## config.mk

```make
export PLATFORM = sky130hd
export DESIGN_NAME = loop_pred_gen
export DESIGN_NICKNAME = d
export VERILOG_FILES = /design/src/rtl/lpg_pkg.sv /design/src/rtl/lpg_decode.sv /design/src/rtl/lpg_count.sv /design/src/rtl/lpg_mask.sv /design/src/rtl/loop_pred_gen.sv
export SDC_FILE = /design/constraint.sdc
export NUM_CORES = 1
export LEC_CHECK = 0
export ABC_AREA = 1
export BUFFER_PORTS_ARGS = -buffer_cell sky130_fd_sc_hd__buf_4
export CAP_MARGIN = 40
export CELL_PAD_IN_SITES_DETAIL_PLACEMENT = 0
export CELL_PAD_IN_SITES_GLOBAL_PLACEMENT = 1
export CORE_MARGIN = 1.5
export CORE_UTILIZATION = 41
export DETAILED_ROUTE_END_ITERATION = 10
export PLACE_DENSITY_LB_ADDON = 0.25
export SLEW_MARGIN = 40
export SYNTH_ARGS = -nofsm -noshare
export SYNTH_HDL_FRONTEND = slang
export SYNTH_SLANG_ARGS = --single-unit
export TNS_END_PERCENT = 50
```

## constraint.sdc

```tcl
create_clock -name clk -period 14.26 [get_ports clk]
set_input_delay 1.426 -clock clk [delete_from_list [all_inputs] [get_ports clk]]
set_output_delay 1.426 -clock clk [all_outputs]
set_load 0.1 [all_outputs]
```

## src/rtl/lpg_pkg.sv

```systemverilog
package lpg_pkg;

   typedef enum logic [1:0] {
      ESZ_BYTE = 2'd0,
      ESZ_HALF = 2'd1,
      ESZ_WORD = 2'd2,
      ESZ_DBL  = 2'd3
   } esz_e;

   typedef struct packed {
      esz_e       esz;
      logic [4:0] rb;
      logic       wide;
      logic       uns;
      logic [4:0] ra;
      logic       incl;
      logic [3:0] pd;
   } lpg_ctl_t;

   localparam logic [7:0] LPG_MAJOR = 8'b0010_0101;

endpackage

```

## src/rtl/lpg_decode.sv

```systemverilog
module lpg_decode
   import lpg_pkg::*;
(
   input  logic [31:0] instr,
   output lpg_ctl_t    ctl,
   output logic        hit
);

   always_comb begin
      hit = (instr[31:24] == LPG_MAJOR) && instr[21] &&
            (instr[15:13] == 3'b000) && instr[10];
      ctl.esz  = esz_e'(instr[23:22]);
      ctl.rb   = instr[20:16];
      ctl.wide = instr[12];
      ctl.uns  = instr[11];
      ctl.ra   = instr[9:5];
      ctl.incl = instr[4];
      ctl.pd   = instr[3:0];
   end

endmodule

```

## src/rtl/lpg_count.sv

```systemverilog
module lpg_count #(
   parameter int VL_BYTES = 32,
   parameter int CNT_W    = $clog2(VL_BYTES + 2),
   parameter int BIT_W    = CNT_W + 3
) (
   input  logic [63:0]      op_a,
   input  logic [63:0]      op_b,
   input  logic             wide,
   input  logic             uns,
   input  logic             incl,
   input  logic [1:0]       esz,
   output logic [BIT_W-1:0] bit_cnt
);

   localparam logic [63:0]      VLB64  = 64'(VL_BYTES);
   localparam logic [BIT_W-1:0] PBITS  = BIT_W'(VL_BYTES);

   logic [63:0]      ext_a, ext_b, diff;
   logic [CNT_W-1:0] clamped, elems;
   logic [BIT_W-1:0] scaled;
   logic             lt_u, lt_s, same, go;

   always_comb begin
      if (wide) begin
         ext_a = op_a;
         ext_b = op_b;
      end else if (uns) begin
         ext_a = {32'b0, op_a[31:0]};
         ext_b = {32'b0, op_b[31:0]};
      end else begin
         ext_a = {{32{op_a[31]}}, op_a[31:0]};
         ext_b = {{32{op_b[31]}}, op_b[31:0]};
      end
   end

   always_comb begin
      diff    = ext_b - ext_a;
      clamped = (diff > VLB64) ? CNT_W'(VL_BYTES) : diff[CNT_W-1:0];
      lt_u    = ext_a < ext_b;
      lt_s    = $signed(ext_a) < $signed(ext_b);
      same    = ext_a == ext_b;
      go      = (uns ? lt_u : lt_s) | (incl & same);
      elems   = go ? (clamped + CNT_W'(incl)) : '0;
      scaled  = BIT_W'(elems) << esz;
      bit_cnt = (scaled > PBITS) ? PBITS : scaled;
   end

endmodule

```

## src/rtl/lpg_mask.sv

```systemverilog
module lpg_mask #(
   parameter int PRED_BITS = 32,
   parameter int BIT_W     = 9
) (
   input  logic [BIT_W-1:0]     bit_cnt,
   input  logic [1:0]           esz,
   output logic [PRED_BITS-1:0] pred,
   output logic                 fl_n,
   output logic                 fl_z,
   output logic                 fl_c,
   output logic                 fl_v
);

   logic [PRED_BITS-1:0] therm, grid;

   for (genvar i = 0; i < PRED_BITS; i++) begin : g_bit
      assign therm[i] = BIT_W'(i) < bit_cnt;
      always_comb begin
         case (esz)
            2'd0:    grid[i] = 1'b1;
            2'd1:    grid[i] = (i % 2) == 0;
            2'd2:    grid[i] = (i % 4) == 0;
            default: grid[i] = (i % 8) == 0;
         endcase
      end
   end

   assign pred = therm & grid;

   always_comb begin
      fl_n = pred[0];
      fl_z = ~|pred;
      case (esz)
         2'd0:    fl_c = ~pred[PRED_BITS-1];
         2'd1:    fl_c = ~pred[PRED_BITS-2];
         2'd2:    fl_c = ~pred[PRED_BITS-4];
         default: fl_c = ~pred[PRED_BITS-8];
      endcase
      fl_v = 1'b0;
   end

endmodule

```

## src/rtl/loop_pred_gen.sv

```systemverilog
module loop_pred_gen
   import lpg_pkg::*;
#(
   parameter int VL_BITS   = 256,
   parameter int PRED_BITS = VL_BITS / 8
) (
   input  logic                 clk,
   input  logic                 rst_n,
   input  logic                 in_valid,
   input  logic [31:0]          in_instr,
   input  logic [63:0]          src_a_data,
   input  logic [63:0]          src_b_data,
   output logic [4:0]           src_a_sel,
   output logic [4:0]           src_b_sel,
   output logic                 in_hit,
   output logic                 out_valid,
   output logic [PRED_BITS-1:0] out_pred,
   output logic [3:0]           out_dst,
   output logic                 out_n,
   output logic                 out_z,
   output logic                 out_c,
   output logic                 out_v
);

   localparam int VL_BYTES = VL_BITS / 8;
   localparam int CNT_W    = $clog2(VL_BYTES + 2);
   localparam int BIT_W    = CNT_W + 3;

   if (VL_BITS < 128 || VL_BITS > 2048 || (VL_BITS % 128) != 0) begin : g_bad_vl
      $error("VL_BITS must be a multiple of 128 in 128..2048");
   end
   if (PRED_BITS != VL_BYTES) begin : g_bad_pb
      $error("PRED_BITS must equal VL_BITS/8");
   end

   lpg_ctl_t             ctl;
   logic [BIT_W-1:0]     bit_cnt;
   logic [PRED_BITS-1:0] pred_c;
   logic                 n_c, z_c, c_c, v_c;

   lpg_decode u_dec (
      .instr (in_instr),
      .ctl   (ctl),
      .hit   (in_hit)
   );

   assign src_a_sel = ctl.ra;
   assign src_b_sel = ctl.rb;

   lpg_count #(.VL_BYTES(VL_BYTES), .CNT_W(CNT_W), .BIT_W(BIT_W)) u_cnt (
      .op_a    (src_a_data),
      .op_b    (src_b_data),
      .wide    (ctl.wide),
      .uns     (ctl.uns),
      .incl    (ctl.incl),
      .esz     (ctl.esz),
      .bit_cnt (bit_cnt)
   );

   lpg_mask #(.PRED_BITS(PRED_BITS), .BIT_W(BIT_W)) u_msk (
      .bit_cnt (bit_cnt),
      .esz     (ctl.esz),
      .pred    (pred_c),
      .fl_n    (n_c),
      .fl_z    (z_c),
      .fl_c    (c_c),
      .fl_v    (v_c)
   );

   always_ff @(posedge clk) begin
      if (!rst_n) begin
         out_valid <= 1'b0;
         out_pred  <= '0;
         out_dst   <= '0;
         out_n     <= 1'b0;
         out_z     <= 1'b0;
         out_c     <= 1'b0;
         out_v     <= 1'b0;
      end else begin
         out_valid <= in_valid & in_hit;
         if (in_valid && in_hit) begin
            out_pred <= pred_c;
            out_dst  <= ctl.pd;
            out_n    <= n_c;
            out_z    <= z_c;
            out_c    <= c_c;
            out_v    <= v_c;
         end
      end
   end

endmodule

```

After elaboration in Yosys (flattened, before gate mapping)
Index checks and enable logic that the tools add are counted.
{ "word_totals": {"ff_bits": 40, "inputBits": 163, "output_inout_bits": 52, "word_cells": 79} }
{ "classes": {"n_addsub": 2, "order_cmp": 36, "eq_ne": 4, "shifts": 1, "mux": 12, "bitwise": 8, "reduce_logical": 10} }
{ "op_table": {"columns": ["operator", "count"], "rows": [
  ["$mux 64", 4],
  ["$lt 5x9->1 const A", 16],
  ["$lt 64x64->1", 2],
  ["$lt 4x9->1 const A", 8],
  ["$eq 64x64->1", 1],
  ["$gt 64x6->1 const B", 1],
  ["$sub 64x64->64", 1],
  ["$lt 3x9->1 const A", 4],
  ["$and 32x32->32", 1],
  ["$reduce_or 32->1", 1],
  ["$lt 1x9->1 const A", 2],
  ["$lt 2x9->1 const A", 2],
  ["$mux 6", 2],
  ["$gt 9x6->1 const B", 1],
  ["$mux 9", 1],
  ["$shl 6x2->9", 1],
  ["$eq 8x6->1 const B", 1],
  ["$add 6x1->6", 1],
  ["$logic_and 1x1->1", 4],
  ["$mux 1", 4],
  ["$not 1->1", 4],
  ["$logic_not 3->1", 1],
  ["$pmux 1 s3", 1],
  ["$reduce_or 3->1", 1],
  ["other kinds (7)", 8]
]} }

Longest topological paths before layout
{ "depth": {"depth_word": 14, "depth_mapped": 44, "depth_no_buf": 43} }

Hierarchy
A second synthesis with hierarchy kept.
{ "unflattened": {"hier_cells": 2318, "area_unflattened_um2": 11761.3} }
{ "modules_own_cells": {"columns": ["module", "n_inst", "cells_per_inst", "area_each_um2", "seq_area_each_um2"], "rows": [
  ["lpg_count", 1, 1906, 9286.4, 0.0],
  ["loop_pred_gen", 1, 257, 1680.4, 820.8],
  ["lpg_mask", 1, 118, 583.1, 0.0],
  ["lpg_decode", 1, 37, 211.5, 0.0]
]} }

Worst setup path before layout
OpenSTA, ideal clock, no wires.
{ "synth_path": {"kind": "input -> output", "from": "input in_instr[31]", "to": "output in_hit", "arrival_ns": 4.657, "required_time_ns": 12.834, "path_slack_ns": 8.177, "stages": 3, "path_buffers": 0, "path_cell_list": "nor4_1 > nand3_1 > nor4_1"} }
{ "synth_via": {"elab_chain_len": 4} }
{ "synth_lines": {"columns": ["element", "line_no", "rtl"], "rows": [
  ["start: declaration", "loop_pred_gen.sv:10", "input logic [31:0] in_instr,"],
  ["$eq 8x6->1", "lpg_decode.sv:10", "hit = (instr[31:24] == LPG_MAJOR) && instr[21] &&"],
  ["$logic_and 1x1->1 (2 in a row)", "lpg_decode.sv:10", null],
  ["$logic_and 1x1->1", "lpg_decode.sv:11", "(instr[15:13] == 3'b000) && instr[10];"],
  ["end: declaration", "loop_pred_gen.sv:15", "output logic in_hit,"]
]} }
No other way between the ends.

Final worst setup path
{ "layout_path": {"from": "input src_b_data[31]", "to": "register out_pred[4]"} }
{ "layout_via": {"elab_chain_len": 12, "elab_cells_between_ends": 18, "cone_classes": "add/sub (2); order compare (5); eq/ne (1); shift (1); mux (6); bitwise (3)"} }
{ "layout_lines": {"columns": ["element", "line_no", "rtl"], "rows": [
  ["start: declaration", "loop_pred_gen.sv:12", "input logic [63:0] src_b_data,"],
  ["$mux 64", "lpg_count.sv:27", "end else if (uns) begin"],
  ["$mux 64 *", "lpg_count.sv:24", "if (wide) begin"],
  ["$sub 64x64->64", "lpg_count.sv:37", "diff = ext_b - ext_a;"],
  ["$gt 64x6->1", "lpg_count.sv:38", "clamped = (diff > VLB64) ? CNT_W'(VL_BYTES) : diff[CNT_W-1:0];"],
  ["$mux 6", "lpg_count.sv:38", null],
  ["$add 6x1->6", "lpg_count.sv:43", "elems = go ? (clamped + CNT_W'(incl)) : '0;"],
  ["$mux 6 *", "lpg_count.sv:43", null],
  ["$shl 6x2->9 *", "lpg_count.sv:44", "scaled = BIT_W'(elems) << esz;"],
  ["$gt 9x6->1", "lpg_count.sv:45", "bit_cnt = (scaled > PBITS) ? PBITS : scaled;"],
  ["$mux 9 *", "lpg_count.sv:45", null],
  ["$lt 3x9->1 *", "lpg_mask.sv:17", "assign therm[i] = BIT_W'(i) < bit_cnt;"],
  ["$and 32x32->32 *", "lpg_mask.sv:28", "assign pred = therm & grid;"],
  ["end signal: assignment", "loop_pred_gen.sv:82", "out_pred <= pred_c;"],
  ["end: declaration", "loop_pred_gen.sv:17", "output logic [PRED_BITS-1:0] out_pred,"]
]} }
Every way passes the cells marked *; elsewhere a longest branch is shown, timed or not.
A chain may end at the register's enable or synchronous reset.

==> results.md <==
- Status: completed
- Placed Area: 12,700 µm²
- Post-layout min period: 7.04 ns
- Critical path type: input port to flop
- Core Util, Final: 49.2%
- Synth Area per Inst: 5.12 µm²
- Max stage delay on crit path: 0.40 ns
- CTS sink cnt: 39
- Clock network power share: 16.9%
- Max frequency: 142 MHz
- Post-Synthesis Net Count: 2,452
- Critical path arrival: 7.19 ns
- Most frequent CP cell: nand2_1
- Post-route design area: 12,900 µm²
- Post-CTS Resized: 0
- # diodes: 0
- Worst Hold Class: flop to flop
- Initial core utilization: 42.1%
- Via/cell ratio: 5.00
- DR vias: 13,300
- Psw: 395 µW
- Sequential share of power: 14.4%
- CP Data Required Time: 14.42 ns
- Logic pwr share: 68.7%
- Peak VDD IR: 0.0000542 V
- Post-synth EDFFs: 0
- Largest net degree at the start of global routing: 64
- Skew final: 0 ns
- DIE AREA: 28,000 µm²
- Global Route Usage Sum: 28.3%
- P_int: 359 µW
- Number of DRC markers in iteration 0: 913
- Setup Viol. Count Final: 0
- Die W: 167 µm
- Core footprint: 26,300 µm²
- # rows: 59
- Post-synthesis register bit count: 39
- Filler cells: 3,019
- Warnings, synthesis: 0
- Final ANT Viol Nets: 0
- Seq/Total Area, Yosys: 7.06%
- RSZ-0062 raised after global routing: no
- Relative slew margins: 48.3%
- Clk slew on worst S/H paths: 0.06 ns
- Routed WL: 40,500 µm
- Io pins: 215
- Final Hold Vio Count: 0
- Grt total ovfl: 0
- Worst Setup SP: src_b_data[31]
- Worst R2R Start: out_pred[28]$_SDFFE_PN0P_
- TNS Setup: 0 ns
- Ratio of cells with drive above 1 in the final layout: 12.1%
- CP max FO: 26
- Post-layout nets: 2,620
- Port Buffers: 193
- Slowest-stage cell, CP: ha_1
- Top_reg_cell synth: dfxtp_1
- Design Power: 754 µW
- Asr flop ratio synth: 0%
- DRT Pass-1 Iters: 5
- Max-slew violations: 0
- Pleak: 0.00803 µW
- Routability Congestion: 1.09
- First-pass GRT wire length: 63,500 µm
- Hold_buf cts: 0
- Startpoint Class: input port
- Setup crit end: out_pred[4]$_SDFFE_PN0P_
- Reg area: 781 µm²
- Postcts setup bufs: 0
- Critical Path Sink Type: flop
- R2r setup slk: 13.58 ns
- Mapped Cells: 2,158
- TritonCTS Buffers: 5
- Max Cap Viol: 0
- Max clock buf depth: 2
- Sw Ratio: 52.4%
- Power per cell area: 58.3 nW/µm²
- Multi-input gate area: 8130 µm²
- Worst R2R Path Depth: 2
- Mapped cell area: 11,100 µm²
- Final HPWL DP: 35,700 µm
- Area growth syn-to-layout: 16.9%
- H-tree Lvls: 2
- CTS tree: built
- Root Buffer: clkbuf_16
- R2r endpoint: out_pred[28]$_SDFFE_PN0P_
- Die Ht: 167 µm
- Number of global-route vias before repair: 12,123
- Synth cell types: 55
- WL/cell: 15.2 µm
- Initial antenna violation count: 0
- Remaining design rule violation count: 0
- Worst slew pin tran: 0.775 ns
- Fin crit share: 49.4%
- Clock Latency Late Sink: 0.28 ns
==> cell usage after synthesis (2+ instances only) <==
master	instances	area share (%)
a21oi_1	97	4.4
a22o_1	3	0.24
a32o_1	3	0.27
and2_1	3	0.17
and3_1	4	0.23
buf_2	3	0.14
buf_4	15	1.0
clkbuf_1	17	0.58
clkinv_1	3	0.10
dfxtp_1	39	7.1
ha_1	130	15
inv_1	504	17
inv_2	9	0.31
nand2_1	751	26
nand2_2	15	0.85
nand3_1	132	6.0
nand3_2	10	0.91
nand3b_1	11	0.75
nand4_1	33	1.9
nor2_1	156	5.3
nor2_2	20	1.1
nor2_4	3	0.31
nor3_1	18	0.82
nor3_2	5	0.45
nor4_1	8	0.45
o2111ai_1	2	0.16
o211ai_1	2	0.14
o21ai_0	106	4.8
o21ai_1	14	0.63
o21ai_2	3	0.24
o21bai_1	8	0.54
o31ai_1	3	0.20
xnor2_1	4	0.32
xor2_1	3	0.24
==> layout make-up <==
type                    count  area share (%)
clock buffers               5           0.968
clock inverters             3           0.339
inverters                 516            15.0
multi-input cells        1567            62.9
flip-flops and latches     39            6.04
well taps                 335            3.24
repair buffers            197            11.5
==> cell families after synthesis <==
family / share of synthesized area [%]
xor gates and xnor gates: 0.702
AOI/OAI and AO/OA: 12.3
DFF: 7.06
buffers and inverters: 19.4
adders and majority gates: 14.9
and+or+nand+nor: 45.6
other: 0.0339
==> registers in the layout, summed over array words and instances, names as in the netlist <==
signal and count:
out_valid 1, out_dst 4, out_z 1, out_pred 32
out_c 1
==> worst max-delay path, delay by kind of cell <==
| family | cells | cell delay (ns) |
|---|---|---|
| buffers and inverters | 6 | 0.84 |
| AO/OA/AOI/OAI | 5 | 1.08 |
| AND/OR/NAND/NOR | 24 | 3.02 |
| adder cells (fa/ha/maj) | 3 | 0.78 |
==> cell usage in the layout, fill, tap and decap left out, drive strengths merged <==
cell and n:
nor4b 1, fa 1, o2111ai 2, dfxtp 39, o21a 1, nor4 8
xnor2 5, clkbuf 5, o31ai 3, nor3b 1, a31oi 1, nand2 767
o21bai 8, a211oi 1, a21oi 99, nor2 180, nand4 35, o211ai 2
nand3b 11, xor2 3, bufinv 1, a22o 3, conb 1, and2 3
or2 1, or3 1, clkinv 7, a31o 1, inv 511, a221oi 1
ha 130, buf 197, nor3 23, and3 4, o21ai 123, a32o 3
nand3 142, o22ai 1, nand2b 1
==> power groups by stage <==
| stage | clock [µW] | combinational, µW | sequential [µW] |
|---|---|---|---|
| after detailed placement | 0 | 507 | 111 |
| final | 127 | 518 | 109 |
| after CTS | 130 | 510 | 109 |
| after floorplan | 0 | 358 | 111 |
| after global placement | 0 | 507 | 111 |
| after global routing | 134 | 579 | 109 |
==> layer usage <==
layer | track usage, % | routed length, µm | part of all wire, % | vias to the layer above
met5 | 0 | 0 | 0 | -
met4 | 3.76 | 451 | 1.1 | 0
met3 | 1.51 | 1970 | 4.9 | 29
met2 | 49.8 | 19000 | 47 | 381
met1 | 38.9 | 19100 | 47 | 5966
li1 | - | - | - | 6924
==> worst min-delay path by stage <==
stage	startpoint	end	slack, ns	cells past startpoint
floorplan	out_pred[2]$_SDFFE_PN0P_	out_pred[2]$_SDFFE_PN0P_	0.90	2
global placement	out_pred[22]$_SDFFE_PN0P_	out_pred[22]$_SDFFE_PN0P_	0.44	2
detailed placement	out_pred[6]$_SDFFE_PN0P_	out_pred[6]$_SDFFE_PN0P_	0.45	2
CTS	out_pred[6]$_SDFFE_PN0P_	out_pred[6]$_SDFFE_PN0P_	0.46	2
global route	out_pred[6]$_SDFFE_PN0P_	out_pred[6]$_SDFFE_PN0P_	0.47	2
finish	out_pred[6]$_SDFFE_PN0P_	out_pred[6]$_SDFFE_PN0P_	0.46	2
==> through the flow <==
stage | worst slack [ns] | hold WS [ns] | instances
5_1_grt | 6.63 | 0.471 | 2662
3_3_place_gp | 6.86 | 0.443 | 2652
3_5_place_dp | 6.78 | 0.446 | 2652
6_report | 7.22 | 0.458 | 2662
2_1_floorplan | 8.18 | 0.895 | 2158
4_1_cts | 7.06 | 0.456 | 2660
(Power assumes the default switching activity.)
